[src/rtl/stc_pkg.sv]
package stc_pkg;
  typedef enum logic [1:0] {
    ST_IDLE = 2'd0,
    ST_RUN  = 2'd1
  } stc_state_e;

  localparam logic [31:0] STC_LFSR_POLY = 32'h04C1_1DB7;
  localparam logic [31:0] STC_LFSR_SEED = 32'hACE1_5EED;
  localparam logic [15:0] STC_MISR_POLY = 16'h1021;
endpackage

[src/rtl/stc_lfsr.sv]
module stc_lfsr #(
  parameter int          W    = 32,
  parameter logic [W-1:0] POLY = '1,
  parameter logic [W-1:0] SEED = 1
) (
  input  logic         clk_i,
  input  logic         rst_ni,
  input  logic         init_i,
  input  logic         adv_i,
  output logic [W-1:0] state_o
);
  logic [W-1:0] q;

  always_ff @(posedge clk_i or negedge rst_ni) begin
    if (!rst_ni)     q <= SEED;
    else if (init_i) q <= SEED;
    else if (adv_i)  q <= {q[W-2:0], 1'b0} ^ (q[W-1] ? POLY : '0);
  end

  assign state_o = q;
endmodule

[src/rtl/stc_misr.sv]
module stc_misr #(
  parameter int          W    = 16,
  parameter logic [W-1:0] POLY = '1
) (
  input  logic         clk_i,
  input  logic         rst_ni,
  input  logic         clr_i,
  input  logic         en_i,
  input  logic [W-1:0] data_i,
  output logic [W-1:0] next_o
);
  logic [W-1:0] q;

  assign next_o = ({q[W-2:0], 1'b0} ^ (q[W-1] ? POLY : '0)) ^ data_i;

  always_ff @(posedge clk_i or negedge rst_ni) begin
    if (!rst_ni)    q <= '0;
    else if (clr_i) q <= '0;
    else if (en_i)  q <= next_o;
  end
endmodule

[src/rtl/stc_golden.sv]
module stc_golden #(
  parameter int W = 16
) (
  input  logic         clk_i,
  input  logic         rst_ni,
  input  logic         load_i,
  input  logic [W-1:0] data_i,
  output logic [W-1:0] sig_o,
  output logic         vld_o
);
  always_ff @(posedge clk_i or negedge rst_ni) begin
    if (!rst_ni) begin
      sig_o <= '0;
      vld_o <= 1'b0;
    end else if (load_i) begin
      sig_o <= data_i;
      vld_o <= 1'b1;
    end
  end
endmodule

[src/rtl/selftest_ctrl.sv]
module selftest_ctrl
  import stc_pkg::*;
#(
  parameter int DATA_W  = 16,
  parameter int NUM_PAT = 1024,
  parameter int NUM_OPS = 4,
  localparam int OP_W   = (NUM_OPS > 1) ? $clog2(NUM_OPS) : 1
) (
  input  logic              clk_i,
  input  logic              rst_ni,
  input  logic              start_i,
  input  logic              cal_mode_i,
  output logic [DATA_W-1:0] alu_a_o,
  output logic [DATA_W-1:0] alu_b_o,
  output logic [OP_W-1:0]   alu_op_o,
  input  logic [DATA_W-1:0] alu_res_i,
  output logic              busy_o,
  output logic              pass_o,
  output logic              fail_o
);
  localparam int LFSR_W = 2 * DATA_W;
  localparam int PAT_W  = (NUM_PAT > 1) ? $clog2(NUM_PAT) : 1;
  localparam logic [PAT_W-1:0] PAT_LAST = PAT_W'(NUM_PAT - 1);
  localparam logic [OP_W-1:0]  OP_LAST  = OP_W'(NUM_OPS - 1);

  stc_state_e       state_q;
  logic             cal_q;
  logic [PAT_W-1:0] pat_q;
  logic [OP_W-1:0]  op_q;
  logic             pass_q, fail_q;

  logic              run, accept, op_last, pat_last, sig_match, gold_load;
  logic [LFSR_W-1:0] lfsr_s;
  logic [DATA_W-1:0] misr_nx, gold_sig;
  logic              gold_vld;

  assign run      = (state_q == ST_RUN);
  assign accept   = start_i && !run;
  assign op_last  = (op_q == OP_LAST);
  assign pat_last = (pat_q == PAT_LAST);
  assign sig_match = (misr_nx == gold_sig);
  assign gold_load = run && cal_q && op_last && pat_last;

  stc_lfsr #(.W(LFSR_W), .POLY(LFSR_W'(STC_LFSR_POLY)), .SEED(LFSR_W'(STC_LFSR_SEED))) u_lfsr (
    .clk_i   (clk_i),
    .rst_ni  (rst_ni),
    .init_i  (accept),
    .adv_i   (run && op_last),
    .state_o (lfsr_s)
  );

  stc_misr #(.W(DATA_W), .POLY(DATA_W'(STC_MISR_POLY))) u_misr (
    .clk_i  (clk_i),
    .rst_ni (rst_ni),
    .clr_i  (accept),
    .en_i   (run),
    .data_i (alu_res_i),
    .next_o (misr_nx)
  );

  stc_golden #(.W(DATA_W)) u_gold (
    .clk_i  (clk_i),
    .rst_ni (rst_ni),
    .load_i (gold_load),
    .data_i (misr_nx),
    .sig_o  (gold_sig),
    .vld_o  (gold_vld)
  );

  always_ff @(posedge clk_i or negedge rst_ni) begin
    if (!rst_ni) begin
      state_q <= ST_IDLE;
      cal_q   <= 1'b0;
      pat_q   <= '0;
      op_q    <= '0;
      pass_q  <= 1'b0;
      fail_q  <= 1'b0;
    end else if (accept) begin
      cal_q  <= cal_mode_i;
      pat_q  <= '0;
      op_q   <= '0;
      pass_q <= 1'b0;
      if (!cal_mode_i && !gold_vld) begin
        fail_q <= 1'b1;   // no reference to compare against
      end else begin
        fail_q  <= 1'b0;
        state_q <= ST_RUN;
      end
    end else if (run) begin
      op_q <= op_last ? '0 : op_q + 1'b1;
      if (op_last) begin
        pat_q <= pat_q + 1'b1;
        if (cal_q) begin
          if (pat_last) begin
            pass_q  <= 1'b1;
            state_q <= ST_IDLE;
          end
        end else if (pat_last) begin
          pass_q  <= sig_match;
          fail_q  <= !sig_match;
          state_q <= ST_IDLE;
        end else if (sig_match) begin
          fail_q  <= 1'b1;   // match before the expected count is untrusted
          state_q <= ST_IDLE;
        end
      end
    end
  end

  assign alu_a_o  = lfsr_s[LFSR_W-1:DATA_W];
  assign alu_b_o  = lfsr_s[DATA_W-1:0];
  assign alu_op_o = op_q;
  assign busy_o   = run;
  assign pass_o   = pass_q;
  assign fail_o   = fail_q;
endmodule

[config.mk]
export PLATFORM = sky130hd
export DESIGN_NAME = selftest_ctrl
export DESIGN_NICKNAME = d
export VERILOG_FILES = /design/src/rtl/stc_pkg.sv /design/src/rtl/stc_lfsr.sv /design/src/rtl/stc_misr.sv /design/src/rtl/stc_golden.sv /design/src/rtl/selftest_ctrl.sv
export SDC_FILE = /design/constraint.sdc
export NUM_CORES = 1
export LEC_CHECK = 0
export ABC_AREA = 1
export BUFFER_PORTS_ARGS = -buffer_cell sky130_fd_sc_hd__buf_4
export CAP_MARGIN = 20
export CORE_ASPECT_RATIO = 0.7
export CORE_MARGIN = 4
export CORE_UTILIZATION = 55
export DETAILED_ROUTE_END_ITERATION = 10
export PLACE_DENSITY = 0.8
export SYNTH_ARGS = -nofsm -noshare
export SYNTH_HDL_FRONTEND = slang
export SYNTH_SLANG_ARGS = --single-unit
[constraint.sdc]
create_clock -name clk_i -period 4.5 [get_ports clk_i]
set_input_delay 0.225 -clock clk_i [delete_from_list [all_inputs] [get_ports clk_i]]
set_output_delay 0.225 -clock clk_i [all_outputs]
set_load 0.005 [all_outputs]
# Word level (Yosys, flattened, before mapping)
# Index checks and enable logic that the tools add are counted.
[totals]
reg_bits = 82
output_inout_bits = 37
[classes]
n_addsub = 2
n_eq_ne = 7
mux = 33
bitwise = 3
n_reduce_logical = 19
[op_table]
columns = ["op", "n"]
rows = [
  ["$mux W32", 2],
  ["$mux W16", 2],
  ["$xor A16 B16 Y16", 2],
  ["$xor A32 B32 Y32", 1],
  ["$mux W10", 3],
  ["$mux W27", 1],
  ["$mux W2", 11],
  ["$eq A16 B16 Y1", 1],
  ["$mux W1", 13],
  ["$mux W13", 1],
  ["$add A10 B1 Y10 const B", 1],
  ["$eq A10 B10 Y1 const B", 1],
  ["$reduce_bool A2 Y1", 4],
  ["$logic_and A1 B1 Y1", 6],
  ["$reduce_and A5 Y1", 1],
  ["$logic_not A1 Y1", 4],
  ["$reduce_and A4 Y1", 1],
  ["$ne A3 B1 Y1 const B", 1],
  ["$reduce_and A3 Y1", 1],
  ["$reduce_bool A3 Y1", 1],
  ["$add A2 B1 Y2 const B", 1],
  ["$eq A2 B1 Y1 const B", 1],
  ["$eq A2 B2 Y1 const B", 1],
  ["$ne A2 B1 Y1 const B", 1],
  ["other kinds (2)", 2],
]

# Logic depth before layout (Yosys ltp)
# Gate-level depths: netlist of run 1.
[logic_depth]
ltp_word = 10
ltp_mapped = 13

# Cells and area by module
# Synthesis of run 1 repeated with hierarchy kept, for this count alone.
[unflattened]
cells_unflattened = 535
hier_area_um2 = 4236.6
[by_module_without_submodules]
columns = ["module", "n_inst", "cells_per_inst", "area_per_inst_um2", "seq_area_each_um2"]
rows = [
  ["stc_lfsr", 1, 171, 1433.9, 824.5],
  ["selftest_ctrl", 1, 194, 1203.7, 400.4],
  ["stc_misr", 1, 100, 923.4, 400.4],
  ["stc_golden", 1, 70, 675.6, 425.4],
]

# Worst setup path before layout of run 1
# Ideal clock, no wire load.
[synth_timing]
path_kind = "register -> register"
start = "register pat_q[0]"
end = "register u_gold.sig_o[15]"
setup_time_ns = 0.119
t_arrival_ns = 1.386
t_required_ns = 4.381
path_slack_ns = 2.995
stages_incl_launch_ff = 10
n_path_buf = 1
period_less_slack_ns = 1.505
cell_sequence = "dfrtp_1 ha_1 nand4_2 nor2_4 nand4_1 inv_2 nand3_4 buf_6 nand2_1 o21ai_2"
[synth_via]
elab_chain_len = 2
[synth_rtl]
columns = ["element", "line_no", "source"]
rows = [
  ["from (decl)", "selftest_ctrl.sv:28", "logic [PAT_W-1:0] pat_q;"],
  ["from (signal assigned)", "selftest_ctrl.sv:92", "pat_q <= pat_q + 1'b1;"],
  ["$eq A10 B10 Y1", "selftest_ctrl.sv:40", "assign pat_last = (pat_q == PAT_LAST);"],
  ["$logic_and A1 B1 Y1", "selftest_ctrl.sv:42", "assign gold_load = run && cal_q && op_last && pat_last;"],
  ["to (signal assigned)", "stc_golden.sv:16", "sig_o <= data_i;"],
  ["to (decl)", "stc_golden.sv:8", "output logic [W-1:0] sig_o,"],
]
# No other way between the ends.
# A chain may end at the register's enable or synchronous reset.

# Final worst setup path of run 1
[layout_timing]
start = "register op_q[0], in the netlist alu_op_o[0]"
end = "register pass_q, in the netlist pass_o"
[layout_via]
elab_chain_len = 3
[layout_rtl]
columns = ["element", "line_no", "source"]
rows = [
  ["from (decl)", "selftest_ctrl.sv:29", "logic [OP_W-1:0] op_q;"],
  ["from (signal assigned)", "selftest_ctrl.sv:90", "op_q <= op_last ? '0 : op_q + 1'b1;"],
  ["$eq A2 B2 Y1", "selftest_ctrl.sv:39", "assign op_last = (op_q == OP_LAST);"],
  ["$reduce_bool A2 Y1 (no source line)", "n/a", ""],
  ["$reduce_and A3 Y1 (no source line)", "n/a", ""],
  ["to (signal assigned)", "selftest_ctrl.sv:99", "pass_q <= sig_match;"],
  ["to (decl)", "selftest_ctrl.sv:30", "logic pass_q, fail_q;"],
]
# No other way between the ends.

==> metrics.md, run 1 <==
| Metric | Value |
|---|---|
| EDFF count, synth | 0 |
| H-tree levels | 3 |
| Final Hold Fails | 0 |
| Clk_lat worst skew | 0.36 ns |
| Post-CTS sizing | 0 |
| I/O Buffers | 56 |
| Clock Tree Buf Depth | 2 |
| Final-report max-slew violation count | 0 |
| Antenna Violating Nets Remaining | 0 |
| Seq/Total Area, Yosys | 50.2% |
| Die width | between 100 and 150 µm |
| Vias in the first global route | 3151 |
| Core Footprint | roughly 7000 µm² |
| Avg Synthesized Cell Area | between 8 and 9 µm² |
| Initial Utilization | 58.6% |
| Cell taking the most area after synthesis | dfrtp_1 |
| Synth cell types | 38 |
| RD Place Congestion | 0.822 |
| Worst Setup Path Type | reg -> reg |
| Cts hold-fix bufs | 0 |
| List of most frequent post-synthesis cells | 131 x nand2_1, 91 x inv_1, 62 x dfrtp_1, 35 x o22ai_1, 31 x nor2_1 |
| Max Clock Skew | 0.0118 ns |
| Worst flop-to-flop path startpoint | alu_op_o[0] |
| Io pins | 57 |
| CP arrival | between 2 and 3 ns |
| Synth top area cells | dfrtp_1 38%, dfstp_2 12%, nand2_1 12% |
| GRT Util Overall | 21.3% |
| FF-to-FF path depth | 8 |
| Max IR drop VDD | 0.197 mV |
| Setup_tns | 0 ns |
| Yosys reg bits | 81 |
| Clk sink count | 81 |
| Worst-Margin Slew | 0.657 ns |
| Fmax | between 0.3 and 0.4 GHz |
| Fraction of registers with async set or reset after synthesis | 100% |
| RSZ-0062 raised after global routing | false |
| DRC | 0 |
| TritonCTS clock tree | built |
| Startpoint Class | register |
| CP max FO | 30 |
| Die height | around 80 µm |
| Post-Syn Instances | 505 |
| Reg2Reg Setup Slack | 1.93 ns |
| Total leakage power | ~2.5 nW |
| CP Launch Point | alu_op_o[0] |
| Status | completed |
| Fin crit period | 2.57 ns |
| Mapped cell area | 4090 µm² |
| Pre-antenna DRT Iters | 5 |
| Clock buffer count from CTS | 9 |
| # Post-CTS Setup Buffers | 0 |
| Reg-to-Reg End | pass_o |
| Ant diodes | 0 |
| Reg clk slew, reported paths | 0.09 ns |
| Root buf cell | clkbuf_8 |
| Cell Area, Placed | 4550 µm² |
| Ys flop type | dfrtp_1 |
| Max-slew headroom | between 50% and 60% |
| Share of cells above drive strength 1 | a little over a fifth |
| Vias per inst | 5.30 |
| # rows | 25 |
| Most common cell in the netlist | nand2_1 |
| Setup-failing EPs final | 0 |
| Total global routing overflow | 0 |
| Detail Placement HPWL | roughly 6.6 mm |
| Area growth from synthesis to layout | 16.6% |
| Detailed Route Iter0 Violations | 283 |
| Routed WL per cell | ~14 µm |
| Yosys top cell area share | 37.9% |
| Initial antenna violation count | 0 |
| Max cap viols | 0 |
| Hold WS | 0.164 ns |
| Worst endpoint required time | 4.78 ns |
| Crit share post-route | 57.1% |
| NumNets Final | 582 |
| Post-Synthesis Net Count | 527 |
| Die area | 8900 µm² |
| Drt total wl | approximately 9 mm |
| Post-route cell area | 4770 µm² |
| Synth Warn # | 0 |
| Power per cell area | 454 nW/µm² |
| Worst Setup EP | pass_o |
| First-pass GRT wire length | 15.1 mm |
| Critical path capture point type | register |
| Vias | ~3500 |
| Largest net degree at the start of global routing | 82 |
| Worst hold path type | in -> reg |
-- logic make-up (layout without fill, tap and decap cells) --
family          Yosys count  count (layout)  synth area share (%)
buf+inv                 109             169                  10.7
flops                    81              81                  50.2
fa+ha+maj                 2               2                 0.612
compound gates          100             100                  14.9
xor+xnor                  2               2                 0.428
simple gates            211             211                  23.2
-- state kept, by name, summed over array words and instances (netlist names) --
| signal | flops |
|---|---|
| alu_op_o | 2 |
| cal_q | 1 |
| fail_o | 1 |
| pass_o | 1 |
| pat_q | 10 |
| state_q | 1 |
| u_gold.sig_o | 16 |
| u_gold.vld_o | 1 |
| u_lfsr.state_o | 32 |
| u_misr.q | 16 |
-- report_power, final --
| group | total [mW] | switching, mW | leakage (nW) | internal (mW) |
|---|---|---|---|---|
| sequential | 0.988 | 0.114 | 0.959 | 0.874 |
| combinational | 0.675 | 0.416 | 1.42 | 0.259 |
| clock | 0.499 | 0.290 | 0.0908 | 0.209 |
-- routing by layer --
layer | share of wire [%] | vias up | track usage [%] | wire length [µm]
met5 | 0 | - | 0 | 0
li1 | - | 1726 | - | -
met2 | 45 | 99 | 30.9 | 4160
met1 | 49 | 1657 | 31.4 | 4490
met4 | 1.0 | 0 | 7.17 | 93
met3 | 5.4 | 11 | 5.42 | 498
-- stage by stage --
step	util, %	instances	worst slack (ns)	power [mW]
3_3_place_gp	65.2	641	2.11	1.64
3_5_place_dp	65.2	641	1.99	1.67
4_1_cts	67.8	657	1.97	2.17
2_1_floorplan	-	505	2.99	1.42
6_report	68.3	659	1.93	2.16
5_1_grt	68.3	659	1.78	2.31
-- final cells by class --
cell class	instances	area, µm²
clock inverters	7	60.1
well taps	94	118
flip-flops and latches	81	2050
repair buffers	58	458
inverters	95	357
multi-input cells	315	1600
clock buffers	9	124
fillers	567	2210
-- cell usage in the layout, fill, tap and decap left out, types with 4 or more instances in the layout --
| cell | count |
|---|---|
| inv_1 | 91 |
| o21ai_0 | 29 |
| dfrtp_1 | 62 |
| o21ai_1 | 6 |
| nand3b_1 | 7 |
| clkbuf_8 | 9 |
| inv_2 | 4 |
| dfstp_2 | 19 |
| nor2_1 | 31 |
| a21oi_1 | 9 |
| nand2_1 | 131 |
| buf_4 | 56 |
| a22oi_1 | 5 |
| nand3_1 | 16 |
| o22ai_1 | 35 |
| o21ai_2 | 8 |
| nand2_2 | 9 |
-- worst min-delay path by stage --
stage	startpoint	end	cells after the start
finish	cal_mode_i	cal_q	3
global route	cal_mode_i	cal_q	3
CTS	rst_ni	u_misr.q[8]	1
detailed placement	u_gold.vld_o	u_gold.vld_o	2
global placement	u_gold.vld_o	u_gold.vld_o	2
floorplan	rst_ni	alu_op_o[0]	0
-- critical path: stages (launching register included) --
cell     delay (ns)
dfrtp_1        0.41
ha_1           0.28
nand2_4        0.22
inv_2          0.24
nor2_2         0.59
inv_2          0.39
nand2_1        0.17
a21oi_1        0.08
o31ai_1        0.08
Note: power is estimated with default switching activity, not from simulation.
==> run 2: changes to the inputs <==
- ABC_AREA: 1 -> 0
- CORE_UTILIZATION: 55 -> 51
- PLACE_DENSITY: 0.8 -> 0.78
- clock period: 4.5 -> 2.1 ns (I/O delays scaled with it)
==> metrics.md, run 2 <==
| Metric | Value |
|---|---|
| Logic gate share of total power | around 38% |
| EDFF count, synth | 0 |
| Multiplexer share of the synthesized area | 2.64% |
| Xor/xnor share of the synthesized area | 16.6% |
| Io pins | 57 |
| Cell taking the most area after synthesis | dfrtp_1 |
| Worst hold path type | in -> reg |
| Mapped cell area | 3790 µm² |
| Total area of sequential cells | approximately 2100 µm² |
| Number of fill cells | 536 |
| CP arrival | about 2.2 ns |
| Drt total wl | 8.05 mm |
| Max Clock Skew | between 0.01 and 0.015 ns |
| Ys flop type | dfrtp_1 |
| Clock buffer count from CTS | 9 |
| Buf+Inv Stages, Crit Path | 0 |
| Worst endpoint required time | about 2.3 ns |
| Commonest non-fill, non-tap cell in the layout | buf_4 |
| Max-slew headroom | around 55% |
| Hold Path End | u_misr.q[1] |
| NumNets Final | 408 |
| Antenna Violating Nets Remaining | 0 |
| Final Power | 6.47 mW |
| Fmax | between 0.5 and 0.6 GHz |
| Reg2Reg Setup Slack | about 0.12 ns |
| FF-to-FF path depth | 5 |
| Clock Tree Buf Depth | 2 |
| Synth Warn # | 0 |
| Final Hold Fails | 0 |
| Status | completed |
| Die area | 8900 µm² |
| Multi-input gate area | 1680 µm² |
| Post-synthesis compound-gate area fraction | 12.6% |
| Core Footprint | 6980 µm² |
| Yosys top cell area share | 40.9% |
| Crit share post-route | 94.1% |
| Clk_lat worst skew | 0.35 ns |
| Most frequent cells in the layout | 67 x buf_4, 61 x dfrtp_1, 32 x nand2_1, 32 x o21ai_0, 23 x nor2_1 |
| Area growth from synthesis to layout | 21.2% |
| Pre-antenna DRT Iters | 4 |
| Clk sink count | 81 |
| # Post-CTS Setup Buffers | 0 |
| RSZ-0062 raised after global routing | false |
| Vias in the first global route | roughly 2700 |
| CP max FO | 3 |
| Seq/Total Area, Yosys | a little over half |
| Max cap viols | 0 |
| Internal power | 4.32 mW |
| Final-report max-slew violation count | 0 |
| Total global routing overflow | 0 |
| Net Sw Power | 2.15 mW |
| Worst-Margin Slew | 0.671 ns |
| Reg clk slew, reported paths | 0.08 ns |
| Synth top area cells | dfrtp_1 41%, dfstp_2 13%, xnor3_1 6.5% |
| Setup-failing EPs final | 0 |
| Seq pwr share | about 44% |
| Startpoint Class | register |
| Worst flop-to-flop path startpoint | u_misr.q[4] |
| Post-Syn Instances | ~320 |
| CP max-delay cell | xnor3_4 |
| I/O Buffers | 56 |
| Sw Share | between 30% and 40% |
| Largest stage delay on the critical path | ~0.5 ns |
| Power per cell area | approximately 1400 nW/µm² |
| Die height | around 80 µm |
| TritonCTS clock tree | built |
| CP top delay family | XOR/XNOR gates |
| RD Place Congestion | ~0.81 |
| Main combinational cell family by area after synthesis | XOR/XNOR gates |
| Synth cell types | 37 |
| Most common cell in the netlist | dfrtp_1 |
| Simple-gate portion of the synthesized area | a little under an eighth |
| Min-delay src | alu_res_i[1] |
| Avg Synthesized Cell Area | 11.8 µm² |
| GRT Util Overall | 19.1% |
| Hold Path Stages | 3 |
| H-tree levels | 3 |
| Root buf cell | clkbuf_8 |
| DRC | 0 |
| Crit path cell chain | xnor3_4 -> xnor2_1 -> nor4_2 -> nand2_1 -> a311o_1 |
| Largest net degree at the start of global routing | 42 |
| Yosys reg bits | 81 |
| Detailed Route Iter0 Violations | 176 |
| Total leakage power | approximately 2.1 nW |
| Share of cells above drive strength 1 | 29.9% |
| List of most frequent post-synthesis cells | 62 x dfrtp_1, 32 x nand2_1, 32 x o21ai_0, 23 x nor2_1, 22 x xnor2_1 |
| # rows | 25 |
| Critical path capture point type | register |
| Max IR drop VDD | 0.584 mV |
| Detail Placement HPWL | 5.65 mm |
| Reg-to-Reg End | state_q[0] |
| Setup_tns | 0 ns |
| Ant diodes | 0 |
| Largest register FFs | 32 |
| Die width | 111 µm |
| Fraction of registers with async set or reset after synthesis | 100% |
| Fin crit period | 1.98 ns |
| Clock power share | a little under a fifth |
| Routed WL per cell | 16.6 µm |
| Adder-Cell Fraction of Synth Area | 0.660% |
| Post-Synthesis Net Count | 343 |
| Vias | around 2700 |
| First-pass GRT wire length | around 14 mm |
| Initial Utilization | 54.3% |
| Vias per inst | approximately 5.5 |
| Worst Setup Path Type | reg -> reg |
| Initial antenna violation count | 0 |
run 2: metrics by stage:
step	hold slack, ns	util, %	setup slack, ns	instances	area, µm²
after global placement	0.105	62.4	0.159	467	4350
after detailed placement	0.103	62.4	0.0755	467	4350
after CTS	0.0604	65.8	0.0440	485	4590
final	0.0789	65.9	0.123	485	4590
after floorplan	-0.191	-	0.125	321	3790
after global routing	0.0841	65.9	0.0359	485	4590
run 2: worst max path at each step:
stage | depth (start not counted) | slack [ns] | startpoint | end
4_1_cts | 5 | 0.04 | u_misr.q[15] | state_q[0]
5_1_grt | 5 | 0.04 | u_misr.q[4] | state_q[0]
2_1_floorplan | 7 | 0.12 | alu_op_o[0] | u_gold.sig_o[13]
6_report | 5 | 0.12 | u_misr.q[4] | state_q[0]
3_3_place_gp | 5 | 0.16 | u_misr.q[15] | state_q[0]
3_5_place_dp | 5 | 0.08 | u_misr.q[15] | state_q[0]
run 2: logic make-up (layout without fill, tap and decap cells):
kind of cell	after synthesis	after routing
multiplexers	9	9
AND/OR/NAND/NOR	90	90
XOR/XNOR	49	49
adder cells (fa/ha/maj)	2	2
AO/OA/AOI/OAI	74	74
buffers and inverters	16	86
flip-flops	81	81
run 2: what timing repair did:
item,4_1_cts,5_1_grt
hold endpoints to repair,20,0
setup endpoints to repair,0,4
hold buffers,2,0
resized for setup,0,2
run 2: cell type report:
class	instances	share of cell area (%)
Sequential cell	81	44.7
Multi-Input combinational cell	224	36.5
Timing Repair Buffer	69	11.4
Clock buffer	11	3.54
Tap cell	94	2.56
Clock inverter	5	1.28
Inverter	1	0.0817
run 2: worst register-to-register path, delay by kind of cell (launching register included):
kind,cells,cell delay (ns)
xor gates and xnor gates,2,0.66
and+or+nand+nor,2,0.53
AOI/OAI and AO/OA,1,0.33
DFF,1,0.35
run 2: layer usage:
metal	routed length, µm	global-route usage, %
met3	564	5.05
met1	3780	27.3
met2	3660	29.5
met4	49	4.74
met5	0	0
run 2: power groups by stage:
stage	Clock (mW)	Combinational [mW]	Sequential [mW]
6_report	1.21	2.43	2.83
4_1_cts	1.25	2.45	2.82
2_1_floorplan	0	1.59	2.69
3_5_place_dp	0	2.42	2.84
3_3_place_gp	0	2.36	2.81
5_1_grt	1.30	2.65	2.91
